## src/rtl/pwb_pkg.sv

```systemverilog
package pwb_pkg;
  typedef logic [7:0] byte_t;

  function automatic int unsigned cnt_width(input int unsigned n);
    return (n < 2) ? 1 : $clog2(n + 1);
  endfunction
endpackage

```

## src/rtl/pwb_addr_ctr.sv

```systemverilog
module pwb_addr_ctr #(
  parameter int AW = 13,
  parameter int OW = 5
) (
  input  logic          clk,
  input  logic          rst_n,
  input  logic          set_en,
  input  logic [AW-1:0] set_val,
  input  logic          step_en,
  output logic [AW-1:0] addr
);
  logic [OW-1:0] low_next;

  always_comb low_next = addr[OW-1:0] + OW'(1);

  always_ff @(posedge clk) begin
    if (!rst_n)       addr <= '0;
    else if (set_en)  addr <= set_val;
    else if (step_en) addr <= {addr[AW-1:OW], low_next};
  end

  // a step keeps the page bits and advances the in-page offset by one
  assert_page_step_R2: assert property (@(posedge clk) disable iff (!rst_n)
    (step_en && !set_en) |=>
      (addr[AW-1:OW] == $past(addr[AW-1:OW])) &&
      (addr[OW-1:0] == $past(addr[OW-1:0]) + OW'(1)));
endmodule

```

## src/rtl/pwb_page_latch.sv

```systemverilog
module pwb_page_latch #(
  parameter int PB = 32,
  parameter int OW = 5
) (
  input  logic           clk,
  input  logic           rst_n,
  input  logic           wr_en,
  input  logic [OW-1:0]  wr_slot,
  input  pwb_pkg::byte_t wr_data,
  input  logic           clr,
  input  logic [OW-1:0]  rd_slot,
  output pwb_pkg::byte_t rd_data,
  output logic [PB-1:0]  mask
);
  pwb_pkg::byte_t slot_q [PB];

  for (genvar g = 0; g < PB; g++) begin : g_slot
    logic hit;
    assign hit = wr_en && (wr_slot == OW'(g));

    always_ff @(posedge clk) begin
      if (hit) slot_q[g] <= wr_data;
    end

    always_ff @(posedge clk) begin
      if (!rst_n)   mask[g] <= 1'b0;
      else if (clr) mask[g] <= 1'b0;
      else if (hit) mask[g] <= 1'b1;
    end
  end

  assign rd_data = slot_q[rd_slot];

  // a stored byte marks its slot as pending
  assert_slot_marked_R1: assert property (@(posedge clk) disable iff (!rst_n)
    (wr_en && !clr) |=> mask[$past(wr_slot)]);
endmodule

```

## src/rtl/pwb_commit_timer.sv

```systemverilog
module pwb_commit_timer #(
  parameter int CYC = 64
) (
  input  logic clk,
  input  logic rst_n,
  input  logic start,
  output logic busy,
  output logic done
);
  localparam int CW = pwb_pkg::cnt_width(CYC);

  logic [CW-1:0] tmr;

  assign done = busy && (tmr == '0);

  always_ff @(posedge clk) begin
    if (!rst_n) begin
      busy <= 1'b0;
      tmr  <= '0;
    end else if (!busy) begin
      if (start) begin
        busy <= 1'b1;
        tmr  <= CW'(CYC);
      end
    end else if (tmr == '0) begin
      busy <= 1'b0;
    end else begin
      tmr <= tmr - CW'(1);
    end
  end

  // the window cannot close while the count is non-zero
  assert_busy_hold_R5: assert property (@(posedge clk) disable iff (!rst_n)
    (busy && tmr != '0) |=> busy);
  // an expired count always closes the window in the next clock
  assert_busy_drop_R5: assert property (@(posedge clk) disable iff (!rst_n)
    done |=> !busy);
endmodule

```

## src/rtl/page_commit_buffer.sv

```systemverilog
module page_commit_buffer #(
  parameter int AW            = 13,
  parameter int PAGE_BYTES    = 32,
  parameter int COMMIT_CYCLES = 500
) (
  input  logic                 clk,
  input  logic                 rst_n,
  input  logic                 addr_set,
  input  logic [AW-1:0]        addr_val,
  input  logic                 in_valid,
  input  logic [7:0]           in_data,
  output logic                 in_ready,
  input  logic                 stop_seen,
  input  logic                 txn_abort,
  output logic                 busy,
  output logic [AW-1:0]        cur_addr,
  output logic                 mem_we,
  output logic [AW-1:0]        mem_addr,
  output logic [7:0]           mem_wdata
);
  localparam int OW = $clog2(PAGE_BYTES);
  localparam int SW = OW + 1;

  initial begin
    if (COMMIT_CYCLES + 1 < PAGE_BYTES)
      $error("COMMIT_CYCLES too short to scan the page");
  end

  logic                  accept;
  logic                  set_ok;
  logic                  commit_go;
  logic                  done;
  logic                  latch_clr;
  logic [PAGE_BYTES-1:0] mask;
  logic [SW-1:0]         scan;
  logic [OW-1:0]         scan_slot;
  logic                  scan_live;
  pwb_pkg::byte_t        rd_byte;

  assign in_ready  = !busy && !stop_seen && !txn_abort && !addr_set;
  assign accept    = in_valid && in_ready;
  assign set_ok    = addr_set && !busy;
  assign commit_go = stop_seen && !txn_abort && !busy && (|mask);
  assign latch_clr = (txn_abort && !busy) || done;

  pwb_addr_ctr #(.AW(AW), .OW(OW)) u_addr (
    .clk     (clk),
    .rst_n   (rst_n),
    .set_en  (set_ok),
    .set_val (addr_val),
    .step_en (accept),
    .addr    (cur_addr)
  );

  pwb_page_latch #(.PB(PAGE_BYTES), .OW(OW)) u_latch (
    .clk     (clk),
    .rst_n   (rst_n),
    .wr_en   (accept),
    .wr_slot (cur_addr[OW-1:0]),
    .wr_data (in_data),
    .clr     (latch_clr),
    .rd_slot (scan_slot),
    .rd_data (rd_byte),
    .mask    (mask)
  );

  pwb_commit_timer #(.CYC(COMMIT_CYCLES)) u_timer (
    .clk   (clk),
    .rst_n (rst_n),
    .start (commit_go),
    .busy  (busy),
    .done  (done)
  );

  // slot scan runs once per busy window, one slot per clock
  always_ff @(posedge clk) begin
    if (!rst_n)                scan <= '0;
    else if (commit_go)        scan <= '0;
    else if (busy && scan_live) scan <= scan + SW'(1);
  end

  assign scan_slot = scan[OW-1:0];
  assign scan_live = !scan[OW];

  assign mem_we    = busy && scan_live && mask[scan_slot];
  assign mem_addr  = {cur_addr[AW-1:OW], scan_slot};
  assign mem_wdata = rd_byte;

  // no byte transfer while the commit window is open
  assert_no_load_busy_R9: assert property (@(posedge clk) disable iff (!rst_n)
    busy |-> !in_ready);
  // the address counter is frozen during the window
  assert_addr_frozen_R9: assert property (@(posedge clk) disable iff (!rst_n)
    (busy && $past(busy)) |-> $stable(cur_addr));
  // array writes only happen inside a busy window
  assert_write_in_window_R4: assert property (@(posedge clk) disable iff (!rst_n)
    mem_we |-> busy);
  // a window opens only over a non-empty mask
  assert_commit_needs_data_R4: assert property (@(posedge clk) disable iff (!rst_n)
    $rose(busy) |-> (mask != '0));
  // the mask is empty once the window has closed
  assert_mask_clear_R7: assert property (@(posedge clk) disable iff (!rst_n)
    $fell(busy) |-> (mask == '0));
endmodule

```

## config.mk

```make
export PLATFORM = sky130hd
export DESIGN_NAME = page_commit_buffer
export DESIGN_NICKNAME = d
export VERILOG_FILES = /design/src/rtl/pwb_pkg.sv /design/src/rtl/pwb_addr_ctr.sv /design/src/rtl/pwb_page_latch.sv /design/src/rtl/pwb_commit_timer.sv /design/src/rtl/page_commit_buffer.sv
export SDC_FILE = /design/constraint.sdc
export NUM_CORES = 1
export LEC_CHECK = 0
export BUFFER_PORTS_ARGS = -buffer_cell sky130_fd_sc_hd__buf_2
export CORE_UTILIZATION = 65
export DETAILED_ROUTE_END_ITERATION = 8
export PLACE_DENSITY_LB_ADDON = 0.25
export SLEW_MARGIN = 20
export SYNTH_ARGS = -nofsm -noshare
export SYNTH_HDL_FRONTEND = slang
export SYNTH_HIERARCHICAL = 1
export SYNTH_SLANG_ARGS = --single-unit
```

## constraint.sdc

```tcl
create_clock -name clk -period 4.41 [get_ports clk]
set_input_delay 0.2205 -clock clk [delete_from_list [all_inputs] [get_ports clk]]
set_output_delay 0.2205 -clock clk [all_outputs]
set_load 0.1 [all_outputs]
```

==> results of run 1 <==
power groups by stage:
stage / sequential, uW / combinational [uW] / clock (uW)
2_1_floorplan: 3370 / 114 / 0
3_3_place_gp: 3320 / 218 / 0
3_5_place_dp: 3320 / 226 / 0
4_1_cts: 3260 / 236 / 2630
5_1_grt: 3260 / 249 / 2750
6_report: 3260 / 238 / 2600
worst register-to-register path, cell delays in order, from the launching register on:
cell and delay [ns]:
dfxtp_1 0.49, nor4_4 0.29, and2_1 0.52, nand4_1 0.31, nor3_2 0.98
routing by layer:
layer / up-vias / part of all wire, %
met5: - / 0
met4: 0 / 3.2
met3: 74 / 8.6
met2: 435 / 51
met1: 3542 / 37
li1: 2866 / -
cells in the mapped netlist (2+ instances only):
master       n
edfxtp_1   256
mux4_2      83
dfxtp_1     61
o21a_1      34
nor2_1      29
buf_4       19
clkbuf_1    15
mux2i_1     13
nor2b_1     12
nor3_1      11
nor4_1      11
mux2_2      10
nand2_1      9
nor3b_1      9
and2_1       6
buf_1        6
nand4_1      6
buf_6        5
inv_1        5
xor2_1       5
a21oi_1      4
buf_2        4
mux4_1       4
nand2b_1     4
o21ai_0      4
o21ai_1      4
a21o_1       3
ha_1         3
nand4b_1     3
nand4bb_1    3
o31a_1       3
xnor2_1      3
a211oi_1     2
o211a_1      2
repair_timing:
item / 4_1_cts / 5_1_grt
hold buffers: 13 / 0
buffers inserted: 0 / 0
hold endpoints to repair: 13 / 0
worst max-delay path by stage:
stage	cells after the start	from	to	slack, ns
after global routing	5	scan[0]	mem_wdata[6]	0.76
after global placement	5	scan[0]	mem_wdata[6]	1.46
after floorplan	4	u_timer/busy	u_latch/slot_q[0][0]	0.31
after detailed placement	5	scan[0]	mem_wdata[6]	1.45
after CTS	5	scan[0]	mem_wdata[6]	0.84
final	5	scan[0]	mem_wdata[6]	0.89
cells by family (layout without fill, tap and decap cells):
kind of cell	count (synthesis)	in the layout
buffers and inverters	56	154
xor gates and xnor gates	8	8
muxes	110	110
DFF	317	317
AOI/OAI and AO/OA	65	65
and+or+nand+nor	113	113
adders and majority gates	3	3
stage by stage:
| step | area (sq um) | setup WS, ns |
|---|---|---|
| after CTS | 14400 | 0.839 |
| after global routing | 14400 | 0.755 |
| after floorplan | 12700 | 0.307 |
| after detailed placement | 13200 | 1.45 |
| after global placement | 13200 | 1.46 |
| final | 14400 | 0.889 |
final cells by class:
class                   count  area share, %
clock buffers              50           6.51
clock inverters             6          0.565
inverters                   6          0.156
multi-input cells         299           24.5
flip-flops and latches    317           61.9
well taps                 260           2.26
repair buffers             92           4.10
flip-flops by register name, summed over array words and instances (netlist names):
name            count
u_addr/addr        13
u_timer/tmr         9
u_timer/busy        1
u_latch/mask       32
scan                6
u_latch/slot_q    256
placed cells by master (no fill, tap or decap), types with 9 or more instances in the layout:
cell type	Yosys	final
nor3b_1	9	9
buf_4	19	14
edfxtp_1	256	256
clkbuf_1	15	10
dlygate4sd3_1	0	13
mux2_2	10	10
nor2b_1	12	10
nand2_1	9	9
buf_2	4	63
o21a_1	34	34
nor4_1	11	10
mux2i_1	13	13
clkbuf_16	0	31
nor2_1	29	26
clkbuf_8	0	9
mux4_2	83	83
dfxtp_1	61	58
==> qor.yml, run 1 <==
logic_synthesis:
  synth_top_family_by_area: "multiplexers"
  synthAdderAreaFrac_pct: 0.296
  synthMuxAreaShare_pct: 17.5
  ys.flop_type: "edfxtp_1"
  synth_area_leaders: "edfxtp_1, mux4_2, dfxtp_1"
  synth_area_leader_cell: "edfxtp_1"
  ys_seq_area_share_pct: 70.2
  synth_seq_cells: 317
  synth-edff-count: 256
  synth-async-reset-ratio_pct: 0
  synth_top_cell_area_share_pct: 60.6
  netlist_instances: 672
  yosysUniqueCellTypes: 55
  synth_area_sq_um: 12700
  synthXorXnorAreaFrac_pct: 0.552
  synth_simple_gate_area_share_pct: 5.17
  synth_area_per_cell_sq_um: 18.9
  yosys_warnings: 6
  syn_nets: 702
  synth_compound_area_share_pct: 3.74
sta:
  setup_viol_count_final: 0
  fin_hold_ws_ns: 0.156
  skew_ns: 0.0119
  fmaxAchievable_ghz: 0.284
  rsz0062_at_grt: "no"
  max_slew_margin_pct: 19.2
  finalCritPeriodShare_pct: 79.8
  slew_violations: 0
  setup_tns_ns: 0
  period_needed_ns: 3.52
  worst_pin_slew_ns: 1.21
  hold_viol: 0
power_and_ir_drop:
  p_sw_uw: 1250
  p_int_uw: 4850
  power.share.sequential_pct: 53.4
  p_sw_share_pct: 20.5
  combPwrFrac_pct: 3.9
  power_uw: 6100
  vdd_drop_max_mv: 0.330
  p_clk_share_pct: 42.7
  p_leak_uw: 0.00471
  power.density_nw_per_um2: 424
critical_path:
  rr_worst_depth: 4
  cp_data_required_time_ns: 4.19
  path_class: "flip-flop to output port"
  slowest_stage: "dfxtp_4"
  path_delay_family: "multiplexers"
  cp_max_fo: 43
  cp.arrival_ns: 3.30
  path_cells: "buf_12, mux4_2, mux4_2, mux2_2, buf_2"
  start_kind: "flip-flop"
  critPathMaxStageDelay_ns: 0.66
  cp_num_buf_inv: 2
  rrSetupSlack_ns: 1.41
  reg2reg_to: "u_latch/slot_q[19][7]"
  cpMostUsedCell: "mux4_2"
  r2r_start: "u_timer/busy"
  worstSetupEndpointType: "output port"
drt:
  ant_nets: 0
  wl_per_cell_microns: 28.0
  finalWirelength_mm: 28.8
  drc_errors: 0
  vias_per_cell: 6.72
  drt_first_iter_violations: 779
  firstDrtPassIters: 5
  vias: 6917
global_route:
  grt_first_pass_wirelength_mm: 43.2
  grt_overflow: 0
  grt_usage_pct: 30.2
  grt_use_met3_pct: 5.50
  antenna_found_initial: 0
  first_global_vias: 7066
  use_met1_pct: 38.6
  grt_max_degree: 44
  grt_use_met2_pct: 52.0
  grt.busiest_layer: "met2"
cts:
  cts-root-buf: "clkbuf_16"
  clk_latency_ns: 0.55
  cts_resized: 0
  clk_pin_slew_worst_paths_ns: 0.06
  cts.path.max_buffers: 3
  cts_buffers: 30
  cts_tree: "done"
  cts.sink_count: 317
  htreeDepth: 1
die:
  die_w_microns: 142
  dieArea_sq_um: 20100
  placeableCoreArea_sq_um: 18900
  ios: 64
  rows: 50
  fp.dieH_microns: 142
  start_util_pct: 67.2
place:
  dp.cells: 961
  port-buffer-count: 63
  post-dp-hpwl_mm: 16.9
  finalWeightedCongestion: 0.789
flow_run:
  maxCapViolCount: 0
finish:
  drive_gt1_share_pct: 31.3
  seqCellArea_sq_um: 8910
  area_growth_syn_to_layout_pct: 13.4
  finalNetCount: 776
  final_core_util_pct: 76.2
  fin_cells: 1030
  fillers: 1016
  multiInputGateArea_sq_um: 3520
  n_antenna_cell: 0
min_path:
  holdCritStartpoint: "rst_n"
  hold_end: "u_timer/tmr[4]"
  hold_depth: 2
  min-delay-path-class: "input pin to flip-flop"
run_status:
  status: "completed"
No activity file was read; power rests on OpenSTA's default activity.
==> inputs of run 2 (changes only) <==
--- a/config.mk
+++ b/config.mk
@@ -6,7 +6,7 @@
 export NUM_CORES = 1
 export LEC_CHECK = 0
 export BUFFER_PORTS_ARGS = -buffer_cell sky130_fd_sc_hd__buf_2
-export CORE_UTILIZATION = 65
+export CORE_UTILIZATION = 61
 export DETAILED_ROUTE_END_ITERATION = 8
 export PLACE_DENSITY_LB_ADDON = 0.25
 export SLEW_MARGIN = 20
==> constraint.sdc (replaced) <==
create_clock -name clk -period 3.6 [get_ports clk]
set_input_delay 0.18 -clock clk [delete_from_list [all_inputs] [get_ports clk]]
set_output_delay 0.18 -clock clk [all_outputs]
set_load 0.1 [all_outputs]
==> run 2 against run 1 <==
Against the previous run: sequential share of layout area fell by 0.30 points; register-to-register slack got worse by 0.76 ns; critical path depth did not move; final area rose by 0.55%; clock power rose by 25%; total power rose by 23%; global-route usage fell by 2.8 points; non-clock buffer count rose by 8; sequential power rose by 22%; routed wire length fell by 1.8%.
==> qor.yml, run 2 (synthesized netlist as in run 1, its figures left out) <==
run_status:
  status: "completed"  # unchanged
power_and_ir_drop:
  p_sw_share_pct: 20.8  # was 20.5%
  vdd_drop_max_mv: 0.423  # was 0.330 mV
  combPwrFrac_pct: 3.9  # about the same
  p_clk_share_pct: 43.1  # was 42.7%
  power.density_nw_per_um2: 520  # was 424 nW/um^2
  p_int_uw: 5960  # was 4850 uW
  power.share.sequential_pct: 53.0  # was 53.4%
  p_leak_uw: 0.00475  # was 0.00471 uW
  p_sw_uw: 1560  # was 1250 uW
critical_path:
  start_kind: "flip-flop"  # unchanged
  cp.arrival_ns: 3.19  # was 3.30 ns
  path_class: "flip-flop to output port"  # unchanged
  worstSetupEndpointType: "output port"  # unchanged
  cp_max_fo: 24  # was 43
  cp_data_required_time_ns: 3.42  # was 4.19 ns
sta:
  period_needed_ns: 3.37
  finalCritPeriodShare_pct: 93.5
  fmaxAchievable_ghz: 0.297
  hold_viol: 0  # unchanged
  skew_ns: 0.0103  # was 0.0119 ns
  fin_ws_ns: 0.233  # was 0.889 ns
  rsz0062_at_grt: "no"  # unchanged
  worst_pin_slew_ns: 1.20  # was 1.21 ns
  max_slew_margin_pct: 19.6  # was 19.2%
  setup_viol_count_final: 0  # unchanged
  setup_tns_ns: 0  # unchanged
  slew_violations: 0  # unchanged
  fin_hold_ws_ns: 0.109  # was 0.156 ns
drt:
  drc_errors: 0  # unchanged
  vias: 6843  # was 6917
  drt_first_iter_violations: 618  # was 779
  wl_per_cell_microns: 27.0  # was 28.0 microns
  ant_nets: 0  # unchanged
  vias_per_cell: 6.52  # was 6.72
  firstDrtPassIters: 5  # unchanged
  finalWirelength_mm: 28.3  # was 28.8 mm
global_route:
  first_global_vias: 6994  # was 7066
  antenna_found_initial: 0  # unchanged
  grt_max_degree: 40  # was 44
  grt_first_pass_wirelength_mm: 42.6  # was 43.2 mm
  grt_usage_pct: 27.4  # was 30.2%
  grt_overflow: 0  # unchanged
cts:
  htreeDepth: 1  # unchanged
  cts_resized: 0  # unchanged
  cts.sink_count: 317  # unchanged
  cts_buffers: 31  # was 30
  cts_tree: "done"  # unchanged
  clk_latency_ns: 0.54  # was 0.55 ns
  cts.path.max_buffers: 3  # unchanged
  clk_pin_slew_worst_paths_ns: 0.06  # about the same
  cts-root-buf: "clkbuf_16"  # unchanged
finish:
  finalNetCount: 785  # was 776
  drive_gt1_share_pct: 32.6  # was 31.3%
  fillers: 1238  # was 1016
  fin_cells: 1049  # was 1030
  seqCellArea_sq_um: 8920  # was 8910 sq um
  final_common_cell: "edfxtp_1"  # unchanged
  area_growth_syn_to_layout_pct: 14.0  # was 13.4%
  max_flop_register: "u_latch/slot_q"  # unchanged
  largest_registers: "u_latch/slot_q (256), u_latch/mask (32), u_addr/addr (13)"  # unchanged
  mostFrequentLayoutCells: "edfxtp_1, mux4_2, buf_2, dfxtp_1, o21a_1"  # unchanged
  largest_reg_flops: 256  # unchanged
  multiInputGateArea_sq_um: 3510  # was 3520 sq um
die:
  rows: 52  # was 50
  fp.dieH_microns: 146  # was 142 microns
  placeableCoreArea_sq_um: 20300  # was 18900 sq um
  dieArea_sq_um: 21400  # was 20100 sq um
  ios: 64  # unchanged
  die_w_microns: 146  # was 142 microns
  start_util_pct: 62.5  # was 67.2%
place:
  port-buffer-count: 63  # unchanged
  dp.cells: 979  # was 961
  dpl_worst_slack_ns: 0.649  # was 1.45 ns
  finalWeightedCongestion: 0.824  # was 0.789
  post-dp-hpwl_mm: 17.1  # was 16.9 mm
min_path:
  min-delay-path-class: "input pin to flip-flop"  # unchanged
flow_run:
  maxCapViolCount: 0  # unchanged
-- run 2: cell types whose count changed in the layout (fill, tap and decap cells not counted), sizes merged --
cell / delta
clkbuf: -17
buf: +8
clkinv: +12
diode: +1
clkinvlp: +1
bufinv: +3
inv: +1
-- run 2: cell type report --
| cell class | instances | area share (%) |
|---|---|---|
| diodes | 1 | 0.0173 |
| clock buffers | 33 | 5.41 |
| well taps | 270 | 2.33 |
| flip-flops and latches | 317 | 61.6 |
| clock inverters | 23 | 1.64 |
| inverters | 6 | 0.156 |
| repair buffers | 100 | 4.58 |
| multi-input cells | 299 | 24.2 |
-- run 2: path summary, 6_finish.rpt --
path,start,to,slack (ns),depth (start not counted)
min,rst_n,u_timer/tmr[7],0.11,2
max,scan[0],mem_wdata[7],0.23,5
min reg2reg,u_timer/tmr[1],u_timer/tmr[1],0.48,1
max reg2reg,u_timer/busy,u_latch/slot_q[0][4],0.65,4
-- run 2: through the flow --
step	instance area, sq um	util, %	power (uW)
after floorplan	12700	-	4260
after global routing	14500	71.3	7720
after detailed placement	13300	65.6	4350
after global placement	13300	65.5	4340
after CTS	14500	71.2	7560
final	14500	71.3	7520
-- run 2: repair_timing --
action / CTS / global route
endpoints found under the hold margin: 13 / 0
hold buffers: 13 / 0
setup buffers: 0 / 0
-- run 2: power groups by stage --
stage | clock (uW) | combinational [uW] | sequential, uW
CTS | 3280 | 291 | 3990
global placement | 0 | 271 | 4070
global route | 3430 | 305 | 3990
finish | 3240 | 291 | 3990
detailed placement | 0 | 279 | 4070
floorplan | 0 | 140 | 4130
-- run 2: routing by layer --
metal	global-route usage, %	vias to the layer above	routed length, microns
met5	0	-	0
met4	7.50	0	677
met3	3.16	51	2090
met2	46.8	369	14400
met1	37.9	3533	11200
li1	-	2890	-
-- run 2: worst max-delay path, stage by stage (launching register included) --
cell	delay, ns
dfxtp_4	0.63
buf_4	0.35
mux4_2	0.55
mux4_2	0.48
mux2_2	0.32
buf_2	0.30
